<file path="src/rtl/fifo_trig_pkg.sv">
package fifo_trig_pkg;

  typedef struct packed {
    logic loadTrig;
  } trigStrobe_t;

  // dir 0 = transmit (spaces), dir 1 = receive (characters)
  function automatic int legacyLevel(input int dir, input logic [1:0] sel);
    if (dir == 1) begin
      case (sel)
        2'd0: return 8;
        2'd1: return 16;
        2'd2: return 56;
        default: return 60;
      endcase
    end else begin
      case (sel)
        2'd0: return 8;
        2'd1: return 16;
        2'd2: return 32;
        default: return 56;
      endcase
    end
  endfunction

endpackage

</file>
<file path="src/rtl/fifo_trig_ctrl.sv">
module fifo_trig_ctrl (
  input  logic                       trigWrEn,
  input  logic                       enhEn,
  input  logic                       bankSel,
  output fifo_trig_pkg::trigStrobe_t strobe
);
  always_comb begin
    strobe.loadTrig = trigWrEn && enhEn && bankSel;
  end
endmodule

</file>
<file path="src/rtl/fifo_trig_dp.sv">
module fifo_trig_dp #(
  parameter int CNT_W     = 7,
  parameter int NIB_W     = 4,
  parameter int TRIG_STEP = 4,
  parameter int REG_W     = 8
) (
  input  logic                       clk,
  input  logic                       rstN,
  input  fifo_trig_pkg::trigStrobe_t strobe,
  input  logic [2*NIB_W-1:0]         trigWrData,
  input  logic [1:0]                 legacyRxSel,
  input  logic [1:0]                 legacyTxSel,
  input  logic [CNT_W-1:0]           rxCount,
  input  logic [CNT_W-1:0]           txSpace,
  output logic [2*NIB_W-1:0]         trigQ,
  output logic                       rxIrq,
  output logic                       txIrq,
  output logic [REG_W-1:0]           rxLevel,
  output logic [REG_W-1:0]           txLevel
);
  localparam int PAD_W = REG_W - CNT_W;

  always_ff @(posedge clk or negedge rstN) begin
    if (!rstN) trigQ <= '0;
    else if (strobe.loadTrig) trigQ <= trigWrData;
  end

  logic [1:0]       dirIrq;
  logic [CNT_W-1:0] dirCount [2];
  logic [1:0]       dirSel   [2];

  assign dirCount[0] = txSpace;
  assign dirCount[1] = rxCount;
  assign dirSel[0]   = legacyTxSel;
  assign dirSel[1]   = legacyRxSel;

  for (genvar d = 0; d < 2; d++) begin : g_dir
    logic [NIB_W-1:0] nib;
    logic [CNT_W-1:0] thr;
    assign nib = trigQ[d*NIB_W +: NIB_W];
    always_comb begin
      if (nib != '0) thr = CNT_W'(int'(nib) * TRIG_STEP);
      else           thr = CNT_W'(fifo_trig_pkg::legacyLevel(d, dirSel[d]));
    end
    assign dirIrq[d] = (dirCount[d] >= thr);
  end

  assign txIrq   = dirIrq[0];
  assign rxIrq   = dirIrq[1];
  assign txLevel = {{PAD_W{1'b0}}, txSpace};
  assign rxLevel = {{PAD_W{1'b0}}, rxCount};
endmodule

</file>
<file path="src/rtl/fifo_trig_sel.sv">
module fifo_trig_sel #(
  parameter int FIFO_DEPTH = 64,
  parameter int TRIG_STEP  = 4,
  parameter int NIB_W      = 4,
  parameter int REG_W      = 8,
  localparam int CNT_W     = $clog2(FIFO_DEPTH + 1)
) (
  input  logic               clk,
  input  logic               rstN,
  input  logic               trigWrEn,
  input  logic [2*NIB_W-1:0] trigWrData,
  input  logic               enhEn,
  input  logic               bankSel,
  input  logic [1:0]         legacyRxSel,
  input  logic [1:0]         legacyTxSel,
  input  logic [CNT_W-1:0]   rxCount,
  input  logic [CNT_W-1:0]   txSpace,
  output logic               rxIrq,
  output logic               txIrq,
  output logic [REG_W-1:0]   rxLevel,
  output logic [REG_W-1:0]   txLevel
);
  fifo_trig_pkg::trigStrobe_t strobe;
  logic [2*NIB_W-1:0]         trigQ;

  fifo_trig_ctrl u_ctrl (
    .trigWrEn(trigWrEn), .enhEn(enhEn), .bankSel(bankSel), .strobe(strobe)
  );

  fifo_trig_dp #(
    .CNT_W(CNT_W), .NIB_W(NIB_W), .TRIG_STEP(TRIG_STEP), .REG_W(REG_W)
  ) u_dp (
    .clk(clk), .rstN(rstN), .strobe(strobe), .trigWrData(trigWrData),
    .legacyRxSel(legacyRxSel), .legacyTxSel(legacyTxSel),
    .rxCount(rxCount), .txSpace(txSpace), .trigQ(trigQ),
    .rxIrq(rxIrq), .txIrq(txIrq), .rxLevel(rxLevel), .txLevel(txLevel)
  );
endmodule

</file>
<file path="config.mk">
export PLATFORM = sky130hd
export DESIGN_NAME = fifo_trig_sel
export DESIGN_NICKNAME = d
export VERILOG_FILES = /design/src/rtl/fifo_trig_pkg.sv /design/src/rtl/fifo_trig_ctrl.sv /design/src/rtl/fifo_trig_dp.sv /design/src/rtl/fifo_trig_sel.sv
export SDC_FILE = /design/constraint.sdc
export NUM_CORES = 1
export LEC_CHECK = 0
export ABC_AREA = 1
export BUFFER_PORTS_ARGS = -buffer_cell sky130_fd_sc_hd__buf_4
export CAP_MARGIN = 0
export CORE_ASPECT_RATIO = 1.5
export CORE_MARGIN = 8
export CORE_UTILIZATION = 40
export CTS_CLUSTER_SIZE = 30
export DETAILED_ROUTE_END_ITERATION = 10
export PLACE_DENSITY = 0.73
export SLEW_MARGIN = 25
export SYNTH_ARGS = -nofsm -noshare
export SYNTH_HDL_FRONTEND = slang
export SYNTH_SLANG_ARGS = --single-unit
</file>
<file path="constraint.sdc">
create_clock -name clk -period 1.66 [get_ports clk]
set_input_delay 0.083 -clock clk [delete_from_list [all_inputs] [get_ports clk]]
set_output_delay 0.083 -clock clk [all_outputs]
set_load 0.02 [all_outputs]
</file>
---- Yosys cells after proc, flatten, opt, wreduce, memory -nomap -nowiden ----
Cells that the tools add are included.
cells by class
  magnitude comparators ................... 2
  equal/unequal tests ..................... 4
  muxes and demuxes ....................... 4
  reductions and logical operators ........ 6
operators by type and width
  operator                                                          count
  6-bit one-hot mux with 3 select lines                             2
  7-bit >= comparator                                               2
  7-bit two-way mux                                                 2
  4-bit nonzero test                                                2
  2-bit by 1-bit == test with 1-bit output (second input constant)  2
  2-bit == test (second input constant)                             2
  2-bit zero test                                                   2
  1-bit logical AND                                                 2
word-level totals
  flip-flop bits (word level) ............. 8
  input port bits ......................... 31

---- Longest topological paths before layout ----
  depth after elaboration ................. 4
  mapped depth ............................ 12
  gate-level depth less buffers ........... 12

---- By module ----
From an unflattened synthesis, not the netlist that was laid out.
unflattened totals
  cell total of the unflattened synthesis .. 122
  area, all modules ....................... 838.3 sq um
modules (own cells, without submodules)
  module          times used  cells an instance  area each (sq um)  sequential area each (sq um)
  fifo_trig_dp    1           119                824.5              200.2
  fifo_trig_ctrl  1           3                  13.8               0.0

---- Least setup slack after synthesis ----
Ideal clock, no wire load.
  path type ............................... reg-to-output
  start point ............................. reg u_dp.trigQ[6]
  end point ............................... out rxIrq
  data arrival time ....................... 1363 ps
  slack ................................... 214 ps
  cell stages (with the launch flop) ...... 10
  path buffers ............................ 0
  cell sequence ........................... dfrtp_1 > nor2_1 > nand2_1 > nor2_1 > nor2_1 > ha_1 > nand2_1 > nor2_1 > nand2_1 > nand2_1
between the ends
  longest elaborated chain between the ends .. 3
ends and longest elaborated chain
  item                     RTL line             source
  start, declared          fifo_trig_dp.sv:15   output logic [2*NIB_W-1:0] trigQ,
  start signal, assigned   fifo_trig_dp.sv:25   else if (strobe.loadTrig) trigQ <= trigWrData;
  4-bit nonzero test       fifo_trig_dp.sv:42   if (nib != '0) thr = CNT_W'(int'(nib) * TRIG_STEP);
  7-bit two-way mux (*)    fifo_trig_dp.sv:42
  7-bit >= comparator (*)  fifo_trig_dp.sv:45   assign dirIrq[d] = (dirCount[d] >= thr);
  end, declared            fifo_trig_sel.sv:18  output logic rxIrq,
Every way passes the cells marked *; elsewhere a longest branch is shown, timed or not.

---- Worst setup path in the final report ----
Same ends and word-level chain as after synthesis.

==> flow_summary.ini <==
[run_status]
status = finished with violations
violations = setup timing

[setup_path]
crit_path_max_fanout = 4
critPathCaptureType = output pin
path_class = register to output pin
crit_chain = nor2_4, nand2_2, nor2_2, nor2_1, ha_1, nand2_1, nor2_1, nor2_1, nand2_1, buf_6
cp-start-kind = register
startpoint = u_dp.trigQ[6]
cp.arrival_ns = 1.76
worstPathRequired_ns = 1.58
reg2reg_slack_ns = 0.86
cp_slowest_cell = dfrtp_1
r2r-end = u_dp.trigQ[1]
rr_startpoint = u_dp.trigQ[1]
critPathMostFrequentCell = nor2_1
reg2reg_depth = 3
slowest_delay_ns = 0.41

[floorplan]
placementRows = 21
die_w_um = 54.6
dieArea_um2 = 4040
start_util = 0.411
die_h_um = 74.0
core_area_um2 = 2180
io_pins = 49

[synthesis]
yosysWarnings = 0
synth_edf_count = 0
async_flop_share = 1.00
yosys.area.top_type = dfrtp_1
synth-simple-area-share = 0.272
synth_mux_area_frac = 0
synthFlopType = dfrtp_1
yosys-top-cells-count = 28 x inv_1, 28 x nand2_1, 23 x nor2_1
synth-compound-area-share = 0.0782
synth_top_area_share = 0.223
synth_xor_area_frac = 0
syn_inst = 133
yosysSeqAreaShare = 0.223
synth_fa_ha_area_frac = 0.154
synth.distinct_cells = 13
syn_area_um2 = 896
ys_ff_latch = 8
avgSynthCellArea_um2 = 6.74
synth_area_leaders = dfrtp_1 22%, ha_1 15%, buf_4 13%
synth_top_family_by_area = simple AND/OR/NAND/NOR gates

[cells_and_area]
regMostFlops = u_dp.trigQ
biggestRegsByFlops = u_dp.trigQ x8
n_fill_cell = 228
drive_gt1_frac = 0.418
nNetsFinal = 214
seq_area_um2 = 200
syn_to_final_growth_pct = 40.8
stdcell_area_um2 = 1260
multi_input_area_um2 = 512
stdcell_count = 193
largest_reg_flops = 8
diodes = 0

[sta]
drv_slew = 0
hold_viol_final = 0
fmax_mhz = 543
setup_violations = 2
rsz0062_at_grt = yes
fin_ws_ns = -0.180
holdWs_ns = 0.0717
min_period_ns = 1.84
skew_ns = 0
fin_crit_sh = 1.11

[power_and_ir_drop]
peakVddDrop_uv = 523
p_total_w = 0.000795
cellPowerDensity_nw_per_um2 = 630
leakage_nw = 0.731

[route]
drtIter0Drc = 7
vias = 870
drc = 0
routedWlPerCell_um = 10.9
routed_wl_um = 2110
via_per_inst = 4.51
ant_nets = 0
drtPass1Iterations = 2

[placed_design]
hpwl_um = 1710
place_area_um2 = 1140
gp_congestion = 0.823
place_ws_ns = -0.0104
io_buffers = 46
placedCellCount = 185

[clock_tree]
clk_pin_slew_ns = 0.05
clock-root-buffer = clkbuf_4
h-tree-depth = 1
cts_tree = built
cts-buffers-inserted = 3
clockBufferDepth = 2
insertion_delay_ns = 0.25
cts.sinks = 8

[global_route]
grt_pass1_vias = 872
track_usage = 0.100
grt_pass1_wl_um = 3250
grt_max_degree = 17
overflow = 0
antenna_found_initial = 0

[min_path]
hold_depth = 3
min_to = u_dp.trigQ[1]
hold_class = input port to register
hp-start = trigWrData[1]

[run]
maxCapViolations = 0
## cell type report
cell class              count  share of cell area
multi-input cells          80               0.406
repair buffers             51               0.312
flip-flops and latches      8               0.159
inverters                  28              0.0833
well taps                  23              0.0228
clock buffers               3              0.0179
## kinds of logic after synthesis
logic type / count (synthesis)
AOI/OAI and AO/OA: 8
adders and majority gates: 11
buffers and inverters: 46
DFF: 8
other: 1
and+or+nand+nor: 59
## repair_timing
item	in CTS	in global routing
pin swaps	13	10
setup endpoints to repair	2	2
resized for setup	7	6
endpoints found under the hold margin	8	0
buffers inserted	2	2
hold buffers	1	0
## power breakdown
group | internal (W) | switching (W)
sequential | 0.000227 | 0.0000296
clock | 0.0000824 | 0.0000612
combinational | 0.000193 | 0.000202
total | 0.000502 | 0.000293
## worst max-delay path by stage
stage | end | cells past startpoint
after CTS | rxIrq | 10
after detailed placement | rxIrq | 10
final | rxIrq | 10
after global placement | rxIrq | 10
after global routing | rxIrq | 10
after floorplan | rxIrq | 9
## per-stage QoR
| step | utilization | TNS [ns] |
|---|---|---|
| after detailed placement | 0.522 | -0.0104 |
| after floorplan | - | 0 |
| after global placement | 0.522 | 0 |
| after global routing | 0.578 | -0.458 |
| after CTS | 0.554 | -0.310 |
| final | 0.578 | -0.269 |
## critical path, delay by kind of cell (launching register included)
| kind | cells | cell delay [ns] |
|---|---|---|
| adders and majority gates | 1 | 0.27 |
| buffers and inverters | 1 | 0.13 |
| DFF | 1 | 0.41 |
| and+or+nand+nor | 8 | 0.70 |
## layer usage
metal | GRT usage | part of all wire | vias to the layer above | wire (um)
met4 | 0.0247 | 0 | 0 | 0
met1 | 0.0851 | 0.30 | 390 | 638
met5 | 0 | 0 | - | 0
li1 | - | - | 453 | -
met2 | 0.206 | 0.58 | 27 | 1230
met3 | 0.0260 | 0.11 | 0 | 236
## layout by cell type, fill, tap and decap left out, drive strengths merged
cell type	netlist	final
a21oi	5	5
o21ai	3	3
nand3	8	8
nor2	23	23
inv	28	28
ha	11	11
conb	1	2
nand2	28	28
dfrtp	8	8
buf	17	50
clkbuf	1	3
dlygate4sd3	0	1
No activity file was read; power rests on OpenSTA's default activity.
